File: src/rtl/exp_tg_pkg.sv
package exp_tg_pkg;

  // Timing events from the datapath counters to the control logic
  typedef struct packed {
    logic lineWrap;   // last clock of a line
    logic slotStart;  // first clock of the transfer line
  } tmEvt_t;

  // Strobes from control to the datapath
  typedef struct packed {
    logic tgAllow;    // transfer pulse may be driven this clock
  } ctrlStb_t;

endpackage

File: src/rtl/exp_tg_timing.sv
module exp_tg_timing
  import exp_tg_pkg::*;
#(
  parameter int LINE_CLKS   = 40,
  parameter int HSYNC_CLKS  = 4,
  parameter int TG_CLKS     = 4,
  parameter int FRAME_LINES = 16,
  parameter int VSYNC_LINES = 3,
  parameter int TG_LINE     = 9
) (
  input  logic     clk,
  input  logic     rst,
  input  ctrlStb_t stb,
  output tmEvt_t   evt,
  output logic     hdOut,
  output logic     vdOut,
  output logic     tgOut
);

  localparam int HW = (LINE_CLKS   > 2) ? $clog2(LINE_CLKS)   : 1;
  localparam int VW = (FRAME_LINES > 2) ? $clog2(FRAME_LINES) : 1;
  localparam logic [HW-1:0] H_LAST = HW'(LINE_CLKS - 1);
  localparam logic [VW-1:0] V_LAST = VW'(FRAME_LINES - 1);
  localparam logic [VW-1:0] V_TG   = VW'(TG_LINE);

  logic [HW-1:0] hCnt;
  logic [VW-1:0] vCnt;
  logic hWrap, vWrap;
  logic hdWin, vdWin, tgWin;

  assign hWrap = (hCnt == H_LAST);
  assign vWrap = (vCnt == V_LAST);

  // Strobe windows decoded from the counters; the outputs register them
  always_comb begin
    hdWin = (32'(hCnt) < HSYNC_CLKS);
    vdWin = (32'(vCnt) < VSYNC_LINES);
    tgWin = (vCnt == V_TG) && (32'(hCnt) < TG_CLKS);
  end

  assign evt.lineWrap  = hWrap;
  assign evt.slotStart = (vCnt == V_TG) && (hCnt == '0);

  always_ff @(posedge clk) begin
    if (rst) begin
      hCnt <= '0;
      vCnt <= '0;
    end else begin
      hCnt <= hWrap ? '0 : hCnt + 1'b1;
      if (hWrap) vCnt <= vWrap ? '0 : vCnt + 1'b1;
    end
  end

  always_ff @(posedge clk) begin
    if (rst) begin
      hdOut <= 1'b0;
      vdOut <= 1'b0;
      tgOut <= 1'b0;
    end else begin
      hdOut <= hdWin;
      vdOut <= vdWin;
      tgOut <= tgWin && stb.tgAllow;
    end
  end

endmodule

File: src/rtl/exp_tg_ctrl.sv
module exp_tg_ctrl
  import exp_tg_pkg::*;
#(
  parameter int SYNC_STAGES = 2
) (
  input  logic     clk,
  input  logic     rst,
  input  logic     normalMode,
  input  logic     holdN,
  input  tmEvt_t   evt,
  output ctrlStb_t stb,
  output logic     integActive
);

  logic [SYNC_STAGES-1:0] syncQ;
  logic holdReq;
  logic passLatch;

  // Resynchronizer chain, idle level high
  generate
    if (SYNC_STAGES == 1) begin : g_one
      always_ff @(posedge clk) begin
        if (rst) syncQ <= '1;
        else     syncQ <= holdN;
      end
    end else begin : g_chain
      always_ff @(posedge clk) begin
        if (rst) syncQ <= '1;
        else     syncQ <= {syncQ[SYNC_STAGES-2:0], holdN};
      end
    end
  endgenerate

  assign holdReq = ~syncQ[SYNC_STAGES-1] & normalMode;

  // Decision taken once per frame, at the first clock of the slot line
  always_ff @(posedge clk) begin
    if (rst) begin
      passLatch   <= 1'b1;
      integActive <= 1'b0;
    end else if (evt.slotStart) begin
      passLatch   <= ~holdReq;
      integActive <= holdReq;
    end
  end

  assign stb.tgAllow = evt.slotStart ? ~holdReq : passLatch;

endmodule

File: src/rtl/exp_tg_seq.sv
module exp_tg_seq
  import exp_tg_pkg::*;
#(
  parameter int LINE_CLKS   = 40,
  parameter int HSYNC_CLKS  = 4,
  parameter int TG_CLKS     = 4,
  parameter int FRAME_LINES = 16,
  parameter int VSYNC_LINES = 3,
  parameter int TG_LINE     = 9,
  parameter int SYNC_STAGES = 2
) (
  input  logic clk,
  input  logic rst,
  input  logic normalMode,
  input  logic holdN,
  output logic hdOut,
  output logic vdOut,
  output logic tgOut,
  output logic integActive
);

  tmEvt_t   evt;
  ctrlStb_t stb;

  exp_tg_timing #(
    .LINE_CLKS(LINE_CLKS), .HSYNC_CLKS(HSYNC_CLKS), .TG_CLKS(TG_CLKS),
    .FRAME_LINES(FRAME_LINES), .VSYNC_LINES(VSYNC_LINES), .TG_LINE(TG_LINE)
  ) u_timing (
    .clk(clk), .rst(rst), .stb(stb), .evt(evt),
    .hdOut(hdOut), .vdOut(vdOut), .tgOut(tgOut)
  );

  exp_tg_ctrl #(.SYNC_STAGES(SYNC_STAGES)) u_ctrl (
    .clk(clk), .rst(rst), .normalMode(normalMode), .holdN(holdN),
    .evt(evt), .stb(stb), .integActive(integActive)
  );

endmodule

File: config.mk
export PLATFORM = sky130hd
export DESIGN_NAME = exp_tg_seq
export DESIGN_NICKNAME = d
export VERILOG_FILES = /design/src/rtl/exp_tg_pkg.sv /design/src/rtl/exp_tg_timing.sv /design/src/rtl/exp_tg_ctrl.sv /design/src/rtl/exp_tg_seq.sv
export SDC_FILE = /design/constraint.sdc
export NUM_CORES = 1
export LEC_CHECK = 0
export ABC_AREA = 1
export BUFFER_PORTS_ARGS = -buffer_cell sky130_fd_sc_hd__buf_2
export CAP_MARGIN = 5
export CORE_AREA = 2 2 39 41
export DETAILED_ROUTE_END_ITERATION = 16
export DIE_AREA = 0 0 41 43
export HOLD_SLACK_MARGIN = 0.03
export PLACE_DENSITY_LB_ADDON = 0.12
export SYNTH_ARGS = -nofsm -noshare
export SYNTH_HDL_FRONTEND = slang
export SYNTH_SLANG_ARGS = --single-unit
File: constraint.sdc
create_clock -name clk -period 2.2 [get_ports clk]
set_input_delay 0.44 -clock clk [delete_from_list [all_inputs] [get_ports clk]]
set_output_delay 0.44 -clock clk [all_outputs]
set_load 0.05 [all_outputs]
==> results_dict.tcl <==
set metrics [dict create \
    finalWorstSetupSlack_ns 0.8794 \
    crit_family "flip-flops" \
    finalClockSkew_ns 0.008844 \
    setup_viol 0 \
    synth_top_cell_by_area "dfxtp_1" \
    area_growth_pct 11.42 \
    drv_cap 0 \
    htree_num_levels 1 \
    setup_tns_ns 0 \
    fillers 128 \
    reg2reg_from "u_timing.hCnt[0]" \
    hold_viol 0 \
    n_antenna_cell 0 \
    yosysMostFrequentCell "dfxtp_1" \
    wire_per_inst_um 9.598 \
    clock_path_buffers 2 \
    drtPass1Iterations 4 \
    ys.flop_type "dfxtp_1" \
    synth-edff-count 0 \
    synth_cells 90 \
    drc 0 \
    place_inst 113 \
    p_leak_uw 0.0003454 \
    synthTopCellsByArea "dfxtp_1, nor2_1, nand2_1" \
    slew_headroom 0.8239 \
    syn_area_um2 723.2 \
    grt_overflow 0 \
    cp-end-kind "primary output" \
    path_clk_slew_ns 0.10 \
    critPathMaxStageDelay_ns 0.34 \
    crit_arrival_ns 0.88 \
    post-cts-setup-buffers 0 \
    critical_path_class "reg2out" \
    rsz0062_at_grt "no" \
    place_hpwl_um 858.8 \
    async_flop_share 0 \
    ctsResizeCount 0 \
    holdCritStartpoint "holdN" \
    port_buffers 7 \
    fin_area_um2 805.8 \
    cts_hold_buf 0 \
    grt_max_degree 11 \
    synth_top_area_share 0.4706 \
    clkSinkCount 17 \
    crit_chain "buf_2" \
    die_h_um 43 \
    yosysSeqAreaShare 0.4706 \
    finalMaxSlewViolations 0 \
    die-area_um2 1763 \
    crit_required_ns 1.76 \
    p_per_area_nw_per_um2 649.1 \
    period_share 0.6003 \
    start_util 0.5226 \
    final_nets 110 \
    grt_pass1_wl_um 1925 \
    cp_slowest_cell "dfxtp_1" \
    critPathBufInv 1 \
    dr_total_vias 559 \
    ant_nets 0 \
    routabilityCongestion 0.6983 \
    totalWireLength_um 1123 \
    synth_cell_types 20 \
    post_dp_cell_area_um2 778.2 \
    core_um2 1384 \
    synth-seq-cells 17 \
    io_pins 8 \
    synth_common_cells "dfxtp_1, nor2_1, nand2_1" \
    fp-row-count 14 \
    antenna_found_initial 0 \
    max_freq_mhz 757.2 \
    cp-startpoint "u_ctrl.integActive" \
    status "complete, no violations" \
    final_core_util 0.5823 \
    grt_usage 0.1650 \
    cts-root-buf "clkbuf_4" \
    ir_drop_v 0.0004749 \
    final_cells 117 \
    syn_area_per_cell_um2 8.035 \
    worst_pin_slew_ns 0.2617 \
    drtIter0Drc 11 \
    clk_latency_ns 0.29 \
    hold_path.class "in2reg" \
    crit_fanout 2 \
    numCtsBuffers 3 \
    synth.yosys.warnings 0 \
    drive_gt1_frac 0.1980 \
    critPathLaunchType "flip-flop" \
    cts_tree "built" \
    syn-num-nets 98 \
    viasPerCell 4.778 \
    dpl_worst_slack_ns 0.9637 \
    post-route-min-period_ns 1.321 \
    fp.dieW_um 41 \
    grt_pass1_vias 523 \
]
==> layer usage <==
layer | wire [um] | global-route usage | part of all wire
met5 | 0 | 0 | 0
met2 | 524 | 0.2625 | 0.47
met4 | 13 | 0.1000 | 0.012
met3 | 47 | 0.04712 | 0.042
met1 | 538 | 0.1815 | 0.48
==> flip-flops by register name, indices dropped and copies added (netlist names) <==
name and cells:
u_timing.vdOut 1, u_timing.tgOut 1, u_ctrl.passLatch 1, u_ctrl.syncQ 2, u_ctrl.integActive 1, u_timing.hdOut 1, u_timing.hCnt 6, u_timing.vCnt 4
==> cell type report <==
class,instances,area [um2],area share
clock buffers,3,22.52,0.02795
well taps,16,20.02,0.02484
clock inverters,1,5.005,0.006211
multi-input cells,60,334.1,0.4146
repair buffers,7,35.03,0.04348
flip-flops and latches,17,340.3,0.4224
inverters,13,48.80,0.06056
==> placed cells by master (no fill, tap or decap) <==
master,n
nor2_4,1
nor2_2,2
nor4_1,2
a21oi_1,4
nand3_1,6
or2_2,2
inv_1,12
ha_1,4
nor3_1,1
xnor2_1,1
xor2_1,3
clkbuf_4,3
nand2_2,1
dfxtp_1,17
nand4_1,1
buf_2,7
nand3_2,1
o21ai_0,1
o21ai_2,1
clkinv_2,1
nor2_1,15
nand2_1,14
inv_2,1
==> where the power goes <==
group | internal, uW | switching, uW | leakage [uW]
combinational | 13.6 | 26.2 | 0.000189
clock | 67.5 | 94.1 | 0.0000177
sequential | 316 | 5.44 | 0.000139
total | 397 | 126 | 0.000345
==> worst register-to-register path, stage by stage, from the launching register on <==
cell and delay (ns):
dfxtp_1 0.38, ha_1 0.22, nand3_2 0.10, nor2_4 0.19
inv_2 0.07, o21ai_2 0.14, nor2_1 0.05
==> stage by stage <==
stage	hold WS (ns)	power (uW)
4_1_cts	0.3282	532.1
5_1_grt	0.3306	551.9
6_report	0.3349	523.1
3_5_place_dp	0.3995	368.8
3_3_place_gp	0.3924	368.8
2_1_floorplan	0.3895	358.2
==> final timing paths <==
path                                         end  slack (ns)  depth (start not counted)
worst max-delay path                 integActive        0.88                          1
worst min-delay path             u_ctrl.syncQ[0]        0.33                          2
worst max register to register  u_timing.vCnt[0]        0.96                          6
worst min register to register   u_ctrl.syncQ[1]        0.42                          1
==> cell families (layout without fill, tap and decap cells) <==
group | after synthesis | after routing | synth area share
xor gates and xnor gates | 4 | 4 | 0.04845
and+or+nand+nor | 46 | 46 | 0.2976
buffers and inverters | 13 | 24 | 0.06746
adders and majority gates | 4 | 4 | 0.06921
AOI/OAI and AO/OA | 6 | 6 | 0.04671
DFF | 17 | 17 | 0.4706
No activity file was read; power rests on OpenSTA's default activity.
